## src/rtl/dacfe_pkg.sv

```systemverilog
package dacfe_pkg;

    parameter int CTRL_W  = 3;
    parameter int DATA_W  = 13;
    localparam int FRAME_W = CTRL_W + DATA_W;

    typedef enum logic [CTRL_W-1:0] {
        OP_NOP      = 3'b000,
        OP_STAGE    = 3'b001,
        OP_STAGE_GO = 3'b010,
        OP_COMMIT   = 3'b011,
        OP_EDGE_LO  = 3'b100,
        OP_EDGE_HI  = 3'b101,
        OP_PIN      = 3'b110,
        OP_SLEEP    = 3'b111
    } op_e;

    typedef enum logic {
        EDGE_FALL = 1'b0,
        EDGE_RISE = 1'b1
    } echo_edge_e;

    typedef struct packed {
        op_e               op;
        logic [DATA_W-1:0] data;
    } frame_t;

    function automatic frame_t to_frame(input logic [FRAME_W-1:0] raw);
        return frame_t'(raw);
    endfunction

    function automatic logic flag_bit(input frame_t f);
        return f.data[DATA_W-1];
    endfunction

endpackage

```

## src/rtl/dacfe_sync.sv

```systemverilog
module dacfe_sync #(
    parameter int             W       = 4,
    parameter int             STAGES  = 2,
    parameter logic [W-1:0]   RST_VAL = '0
) (
    input  logic         clk,
    input  logic         rst,
    input  logic [W-1:0] d,
    output logic [W-1:0] q
);

    logic [W-1:0] stg [STAGES];

    for (genvar i = 0; i < STAGES; i++) begin : g_stage
        if (i == 0) begin : g_first
            always_ff @(posedge clk) begin
                if (rst) stg[i] <= RST_VAL;
                else     stg[i] <= d;
            end
        end else begin : g_next
            always_ff @(posedge clk) begin
                if (rst) stg[i] <= RST_VAL;
                else     stg[i] <= stg[i-1];
            end
        end
    end

    assign q = stg[STAGES-1];

endmodule

```

## src/rtl/dacfe_shifter.sv

```systemverilog
module dacfe_shifter
    import dacfe_pkg::*;
(
    input  logic               clk,
    input  logic               rst,
    input  logic               sclk_s,
    input  logic               cs_n_s,
    input  logic               din_s,
    input  logic               hold_echo,
    input  echo_edge_e         edge_sel,
    output logic               dout,
    output logic               frm_valid,
    output logic [FRAME_W-1:0] frm_word
);

    localparam int CNT_W = $clog2(FRAME_W + 2);
    localparam logic [CNT_W-1:0] CNT_FULL = CNT_W'(FRAME_W);
    localparam logic [CNT_W-1:0] CNT_SAT  = CNT_W'(FRAME_W + 1);

    logic               sclk_q, cs_q;
    logic               sck_rise, sck_fall, cs_rise, cs_fall, active;
    logic [FRAME_W-1:0] sr, sr_next;
    logic [CNT_W-1:0]   cnt;

    assign sck_rise = sclk_s & ~sclk_q;
    assign sck_fall = ~sclk_s & sclk_q;
    assign cs_rise  = cs_n_s & ~cs_q;
    assign cs_fall  = ~cs_n_s & cs_q;
    assign active   = ~cs_n_s;
    assign sr_next  = {sr[FRAME_W-2:0], din_s};

    always_ff @(posedge clk) begin
        if (rst) begin
            sclk_q    <= 1'b0;
            cs_q      <= 1'b1;
            sr        <= '0;
            cnt       <= '0;
            dout      <= 1'b0;
            frm_valid <= 1'b0;
        end else begin
            sclk_q    <= sclk_s;
            cs_q      <= cs_n_s;
            frm_valid <= cs_rise && (cnt == CNT_FULL);
            if (cs_fall) begin
                cnt <= '0;
            end else if (active && sck_rise) begin
                sr <= sr_next;
                if (cnt != CNT_SAT) cnt <= cnt + 1'b1;
            end
            if (!hold_echo && active) begin
                if (edge_sel == EDGE_RISE && sck_rise)
                    dout <= sr_next[FRAME_W-1];
                else if (edge_sel == EDGE_FALL && sck_fall)
                    dout <= sr[FRAME_W-1];
            end
        end
    end

    assign frm_word = sr;

endmodule

```

## src/rtl/dacfe_exec.sv

```systemverilog
module dacfe_exec
    import dacfe_pkg::*;
#(
    parameter logic PIN_DEFAULT = 1'b0
) (
    input  logic              clk,
    input  logic              rst,
    input  logic              clr_n,
    input  logic              clr_n_s,
    input  logic              frm_valid,
    input  frame_t            frm,
    output logic [DATA_W-1:0] dac_code,
    output logic              user_pin,
    output logic              sleep,
    output echo_edge_e        edge_sel
);

    logic [DATA_W-1:0] stage_q;
    logic              clr_pending;

    always_ff @(posedge clk or negedge clr_n) begin
        if (!clr_n) begin
            stage_q  <= '0;
            dac_code <= '0;
        end else if (rst) begin
            stage_q  <= '0;
            dac_code <= '0;
        end else if (frm_valid) begin
            case (frm.op)
                OP_STAGE:    stage_q <= frm.data;
                OP_STAGE_GO: begin
                    stage_q  <= frm.data;
                    dac_code <= frm.data;
                end
                OP_COMMIT:   dac_code <= stage_q;
                default:     ;
            endcase
        end
    end

    always_ff @(posedge clk) begin
        if (rst) begin
            user_pin    <= PIN_DEFAULT;
            sleep       <= 1'b0;
            edge_sel    <= EDGE_FALL;
            clr_pending <= 1'b0;
        end else begin
            if (!clr_n_s && sleep) clr_pending <= 1'b1;
            if (frm_valid) begin
                case (frm.op)
                    OP_EDGE_LO: edge_sel <= EDGE_FALL;
                    OP_EDGE_HI: edge_sel <= EDGE_RISE;
                    OP_PIN: begin
                        if (!sleep) user_pin <= flag_bit(frm);
                    end
                    OP_SLEEP: begin
                        if (flag_bit(frm)) begin
                            sleep <= 1'b1;
                        end else begin
                            if (sleep && (clr_pending || !clr_n_s))
                                user_pin <= PIN_DEFAULT;
                            sleep       <= 1'b0;
                            clr_pending <= 1'b0;
                        end
                    end
                    default: ;
                endcase
            end
        end
    end

endmodule

```

## src/rtl/dacfe_top.sv

```systemverilog
module dacfe_top
    import dacfe_pkg::*;
#(
    parameter int   SYNC_STAGES = 2,
    parameter logic PIN_DEFAULT = 1'b0
) (
    input  logic              clk,
    input  logic              rst,
    input  logic              clr_n,
    input  logic              sclk,
    input  logic              cs_n,
    input  logic              din,
    output logic              dout,
    output logic              user_pin,
    output logic [DATA_W-1:0] dac_code,
    output logic              sleep
);

    localparam int PIN_W = 4;

    logic [PIN_W-1:0]   pins_s;
    logic               frm_valid;
    logic [FRAME_W-1:0] frm_word;
    echo_edge_e         edge_sel;

    dacfe_sync #(
        .W       (PIN_W),
        .STAGES  (SYNC_STAGES),
        .RST_VAL (4'b1100)
    ) sync_i (
        .clk (clk),
        .rst (rst),
        .d   ({clr_n, cs_n, sclk, din}),
        .q   (pins_s)
    );

    dacfe_shifter shift_i (
        .clk       (clk),
        .rst       (rst),
        .sclk_s    (pins_s[1]),
        .cs_n_s    (pins_s[2]),
        .din_s     (pins_s[0]),
        .hold_echo (sleep),
        .edge_sel  (edge_sel),
        .dout      (dout),
        .frm_valid (frm_valid),
        .frm_word  (frm_word)
    );

    dacfe_exec #(
        .PIN_DEFAULT (PIN_DEFAULT)
    ) exec_i (
        .clk       (clk),
        .rst       (rst),
        .clr_n     (clr_n),
        .clr_n_s   (pins_s[3]),
        .frm_valid (frm_valid),
        .frm       (to_frame(frm_word)),
        .dac_code  (dac_code),
        .user_pin  (user_pin),
        .sleep     (sleep),
        .edge_sel  (edge_sel)
    );

endmodule

```

## config.mk

```make
export PLATFORM = sky130hd
export DESIGN_NAME = dacfe_top
export DESIGN_NICKNAME = d
export VERILOG_FILES = /design/src/rtl/dacfe_pkg.sv /design/src/rtl/dacfe_sync.sv /design/src/rtl/dacfe_shifter.sv /design/src/rtl/dacfe_exec.sv /design/src/rtl/dacfe_top.sv
export SDC_FILE = /design/constraint.sdc
export NUM_CORES = 1
export LEC_CHECK = 0
export CAP_MARGIN = 5
export CORE_MARGIN = 1
export CORE_UTILIZATION = 45
export DETAILED_ROUTE_END_ITERATION = 12
export PLACE_DENSITY = 0.64
export SLEW_MARGIN = 20
export SYNTH_ARGS = -nofsm -noshare
export SYNTH_HDL_FRONTEND = slang
export SYNTH_SLANG_ARGS = --single-unit
```

## constraint.sdc

```tcl
create_clock -name clk -period 4.5 [get_ports clk]
set_clock_uncertainty 0.2 [all_clocks]
set_input_delay 1.125 -clock clk [delete_from_list [all_inputs] [get_ports clk]]
set_output_delay 1.125 -clock clk [all_outputs]
set_load 0.005 [all_outputs]
```

==> metrics, run 1 <==
wirelength, routed 4.89 mm; Initial DRC Count just under 70; Clock Path Buffers 2; Crit. End Element flop; crit path kind input port to flop; Final setup violation count 0; clk_lat worst skew 0.33 ns; GRT overflow 0; first-pass GRT wire length roughly 8.5 mm; initial antenna violation count 0; TritonCTS clock tree yes; total power 1.18 mW; H-tree levels 3; Least-Margin Pin Slew 0.957 ns; synth-to-layout area growth 17.1%; arrival time worst endpoint between 2 and 3 ns; Final Cycle Share 59.8%; pwr/cell area between 300 and 400 mW/mm^2; RSZ-0062 raised after global routing false; # IOs 22; crit path time final 2.69 ns; synth warn 0; Max stage delay on crit path between 0.6 and 0.7 ns; commonest cells after routing, fill and taps aside nand2_1 (51), dfxtp_1 (37), o21ai_0 (26), dfrtp_1 (26), clkdlybuf4s50_1 (20); CTS Root Buffer Type clkbuf_8; post-DR wirelength/cell 13.1 um; setup slack after layout about 1.8 ns; largest net degree at the start of global routing 50; effective utilization at floorplan between 40 and 50%; Post-synth EDFFs 0; CTS Hold Bufs 0; DR vias 1,901; core box area 0.00561 mm^2; Cell variety after synth 42; WP data required 4.53 ns; maxcap violations 0; most common cell after layout, fill and taps aside nand2_1; hold slack final roughly 0.22 ns; Crit-path slowest cell buf_2; critical path's top delay family buffers and inverters; TritonCTS buffer count 9; Die Wd 79.2 um; Clock transition at path regs about 0.060 ns; Detailed Routing Iterations Pass 1 4; synthesis-stage register bit count 63; Slew headroom about 36%; post-synth net total between 200 and 300; Hold Vio Cnt, Final 0; Mapped Cells 277; ratio of cells with drive above 1 in the final layout roughly 16%; Setup Total Neg Slack 0 ns; hpwl dp 3.25 mm; sequential area share after synthesis 51.9%; mapped cell area 0.00268 mm^2; n_diodes 0; main flop type after synthesis dfxtp_1; die area 0.00627 mm^2; placed standard-cell area 0.00290 mm^2; GRT Util Overall 17.8%; Lkg Pwr roughly 1.3 nW; Post-CTS Resized 0; Mean Syn Cell Area 9.68 um^2; status finished clean; Post-CTS Setup Bufs 0; Vias per Instance 5.11; port buffer count 21; Buf+Inv Stages, Crit Path 1; die span in y just under 80 um; Async SR Flop Fraction 41.3%; HP Class flop to flop; Layout Nets 304; DP Worst Slack 1.42 ns; Num Clock Sinks 63; share of the synthesized area in the top cell type between 20 and 30%; maximum VDD drop ~0.22 mV; # DRC 0; CP startpoint kind input port; Peak Freq between 0.3 and 0.4 GHz; CP max FO 49; GP Congestion around 0.71; CP Cell Sequence buf_2 > a21oi_2 > or2_1 > o21ai_0; Cell Rows 27; Yosys top cell by area dfxtp_1; top cells by area, synth dfxtp_1 (28%), dfrtp_1 (24%), nand2_1 (7.1%); Routed Antenna Nets 0; fin. max-slew vios 0; post-route design area 0.00314 mm^2; vias in the first global route approximately 1.8k
## area by class of cell
| class | instances | area [um^2] |
|---|---|---|
| fill | 526 | 2470 |
| inverter | 6 | 22.5 |
| clock buffer | 14 | 183 |
| sequential | 63 | 1390 |
| tap | 72 | 90.1 |
| timing repair buffer | 22 | 213 |
| multi-input combinational | 193 | 1180 |
| clock inverter | 2 | 60.1 |
## routing by layer
layer | routed length [um] | track usage (%) | up-vias
met5 | 0 | 0 | -
met4 | 29 | 4.91 | 0
met3 | 191 | 7.24 | 4
met2 | 2270 | 28.6 | 32
met1 | 2390 | 21.9 | 897
li1 | - | - | 968
## synthesized netlist by cell type, drive strengths merged (3+ instances only)
cell type and instances:
nand2 61, dfxtp 37, o21ai 28, dfrtp 26
a21oi 24, nand2b 15, mux2i 14, buf 9
nor2 9, clkbuf 6, inv 6, nor2b 6
or2 6, ha 3, nand3b 3, xor2 3
## sequential cells by signal (all words and copies together) (netlist names)
signal and flops:
exec_i.clr_pending 1, exec_i.dac_code 13, exec_i.edge_sel 1, exec_i.sleep 1, exec_i.stage_q 13, exec_i.user_pin 1, shift_i.cnt 5, shift_i.cs_q 1
shift_i.dout 1, shift_i.frm_valid 1, shift_i.frm_word 16, shift_i.sclk_q 1, sync_i.stg 8
## metrics by stage
step | std cells | utilization (%)
2_1_floorplan | 277 | -
3_3_place_gp | 356 | 51.7
3_5_place_dp | 356 | 51.7
4_1_cts | 372 | 56.0
5_1_grt | 372 | 56.0
6_report | 372 | 56.0
## power by group
| group | internal, mW | switching [mW] | total, mW |
|---|---|---|---|
| clock | 0.373 | 0.209 | 0.582 |
| combinational | 0.0107 | 0.0201 | 0.0308 |
| sequential | 0.565 | 0.00299 | 0.568 |
| total | 0.949 | 0.232 | 1.18 |
## worst register-to-register path, cell delays in order (launching register included)
cell and delay [ns]:
dfxtp_1 0.51, nand3b_1 0.68, mux2i_1 0.43, o21ai_0 0.13
## logic make-up (layout without fill, tap and decap cells)
family	Yosys count	in the layout	synth area share [%]
simple gates	113	113	22.5
flops	63	63	51.9
compound gates	59	59	13.5
buf+inv	21	44	4.06
mux	14	14	5.23
xor+xnor	4	4	1.31
fa+ha+maj	3	3	1.40
## worst paths after layout
path / slack [ns] / cells after the start / start / to
worst max-delay path: 1.81 / 4 / rst / exec_i.dac_code[3]$_DFFE_PN0P_
worst min-delay path: 0.22 / 1 / sync_i.stg[0][2]$_SDFF_PP1_ / sync_i.stg[1][2]$_SDFF_PP1_
worst max register to register: 2.44 / 3 / shift_i.frm_word[14]$_SDFFE_PP0P_ / exec_i.dac_code[11]$_DFFE_PN0P_
worst min register to register: 0.22 / 1 / sync_i.stg[0][2]$_SDFF_PP1_ / sync_i.stg[1][2]$_SDFF_PP1_
max in group asynchronous: 2.86 / 2 / clr_n / exec_i.stage_q[2]$_DFFE_PN0P_
min in group asynchronous: 0.97 / 2 / clr_n / exec_i.stage_q[10]$_DFFE_PN0P_
(Power assumes the default switching activity.)
==> run 2: changes to the inputs <==
==> constraint.sdc (replaced) <==
create_clock -name clk -period 2.5 [get_ports clk]
set_clock_uncertainty 0.2 [all_clocks]
set_input_delay 0.625 -clock clk [delete_from_list [all_inputs] [get_ports clk]]
set_output_delay 0.625 -clock clk [all_outputs]
set_load 0.005 [all_outputs]
==> metrics, run 2 (synthesis gave the netlist of run 1 again) <==
# DRC 0 (unchanged); Layout Cells excl Fill 377 (+1.3%); die span in y 79.2 um (unchanged); Setup Total Neg Slack 0 ns (unchanged); commonest cells after routing, fill and taps aside nand2_1 (51), dfxtp_1 (37), o21ai_0 (26), dfrtp_1 (26), clkdlybuf4s50_1 (20); WP data required 1.67 ns (-2.86 ns); Least-Margin Pin Slew 0.662 ns (-0.295 ns); Peak Freq between 0.4 and 0.5 GHz; most common cell after layout, fill and taps aside nand2_1; Layout Nets 309 (+1.6%); n_diodes 0 (unchanged); synth-to-layout area growth 17.3%; CP max FO 7 (-86%); Detailed Routing Iterations Pass 1 4 (unchanged); Cell Rows 27 (unchanged); Post-CTS Resized 0 (unchanged); Buf+Inv Stages, Crit Path 1 (unchanged); clk_lat worst skew 0.34 ns (about the same); Final setup violation count 0 (unchanged); GRT overflow 0 (unchanged); CP startpoint kind flop; Final Cycle Share between 80 and 90%; arrival time worst endpoint 1.36 ns (-1.36 ns); core box area 0.00561 mm^2 (unchanged); post-DR wirelength/cell 13.2 um (+0.27%); pwr/cell area 636 mW/mm^2 (+69%); ratio of cells with drive above 1 in the final layout 17.4% (+1.4 points); largest net degree at the start of global routing 29 (-42%); total power 2.00 mW (+69%); crit path time final about 2.2 ns; Crit-path slowest cell clkdlybuf4s50_1; GRT met2 Usage 27.9% (-0.69 points); maximum VDD drop 0.358 mV (+60%); Clock transition at path regs 0.07 ns (about the same); Post-CTS Setup Bufs 0 (unchanged); CP Cell Sequence clkdlybuf4s50_1; met3 Use GR 5.98% (-1.3 points); Routed Antenna Nets 0 (unchanged); Placed Instances 361 (+1.4%); effective utilization at floorplan 47.8% (unchanged); Die Wd 79.2 um (unchanged); Initial DRC Count 64 (-7.2%); GP Congestion 0.742 (+4.6%); TritonCTS clock tree yes; fin. max-slew vios 0 (unchanged); initial antenna violation count 0 (unchanged); maxcap violations 0 (unchanged); met1 global-route usage 22.6% (+0.76 points); DR vias 1,906 (+0.26%); Max stage delay on crit path 0.55 ns (-0.08 ns); crit path kind flop to output pin; Lkg Pwr 1.30 nW (+0.77%); hpwl dp 3.21 mm (-1.2%); Slew headroom 55.9% (+20 points); HP Class flop to flop; wirelength, routed 4.97 mm (+1.6%); die area 0.00627 mm^2 (unchanged); CTS Hold Bufs 0 (unchanged); Hold Vio Cnt, Final 0 (unchanged); Crit. End Element output pin; H-tree levels 3 (unchanged); Vias per Instance 5.06 (-1.1%); vias in the first global route 1,792 (-1.0%); RSZ-0062 raised after global routing false; critical path's top delay family buffers and inverters; Clock Path Buffers 2 (unchanged); status finished clean; GRT busiest layer met2; Num Clock Sinks 63 (unchanged); GRT Util Overall 18.2% (+0.45 points); max reg flops 16 (unchanged); CTS Root Buffer Type clkbuf_8; # IOs 22 (unchanged); port buffer count 21 (unchanged); TritonCTS buffer count 9 (unchanged); first-pass GRT wire length 8.52 mm (+0.40%)
==> run 2: worst reg2reg max path, cell delays in order (launching register included) <==
cell	delay, ns
dfxtp_1	0.50
nand3b_1	0.42
buf_4	0.34
mux2i_1	0.19
o21ai_0	0.13
==> run 2: path summary, 6_finish.rpt <==
path / startpoint / endpoint / slack (ns) / depth (start not counted)
worst max-delay path: exec_i.sleep$_SDFFE_PP0P_ / sleep / 0.32 / 1
worst min-delay path: sync_i.stg[0][2]$_SDFF_PP1_ / sync_i.stg[1][2]$_SDFF_PP1_ / 0.21 / 1
min in group asynchronous: clr_n / exec_i.dac_code[10]$_DFFE_PN0P_ / 0.48 / 2
worst max register to register: shift_i.frm_word[14]$_SDFFE_PP0P_ / exec_i.dac_code[5]$_DFFE_PN0P_ / 0.57 / 4
worst min register to register: sync_i.stg[0][2]$_SDFF_PP1_ / sync_i.stg[1][2]$_SDFF_PP1_ / 0.21 / 1
max in group asynchronous: clr_n / exec_i.dac_code[4]$_DFFE_PN0P_ / 1.35 / 2
==> run 2: layer usage <==
metal	vias up	part of all wire, %	wire length (um)
li1	973	-	-
met2	27	45	2240
met1	896	49	2460
met3	10	3.3	164
met5	-	0	0
met4	0	2.2	108
==> run 2: cell type report <==
cell class / instances / area [um^2]
fillers: 516 / 2460
clock inverters: 3 / 40.0
inverters: 6 / 22.5
multi-input cells: 193 / 1180
flip-flops and latches: 63 / 1390
repair buffers: 27 / 250
well taps: 72 / 90.1
clock buffers: 13 / 169
==> run 2: power breakdown <==
| part | internal [mW] | leakage [nW] | switching (mW) |
|---|---|---|---|
| Sequential | 1.02 | 0.663 | 0.00561 |
| Combinational | 0.0232 | 0.523 | 0.0397 |
| Clock | 0.539 | 0.109 | 0.373 |
==> run 2: metrics by stage <==
| stage | hold WS, ns | cell area, um^2 | worst slack, ns | utilization, % |
|---|---|---|---|---|
| floorplan | 0.129 | 2680 | 0.809 | - |
| global placement | 0.192 | 2930 | 0.583 | 52.3 |
| detailed placement | 0.194 | 2930 | 0.579 | 52.3 |
| CTS | 0.210 | 3140 | 0.305 | 56.0 |
| global route | 0.230 | 3140 | 0.268 | 56.0 |
| finish | 0.208 | 3140 | 0.319 | 56.0 |
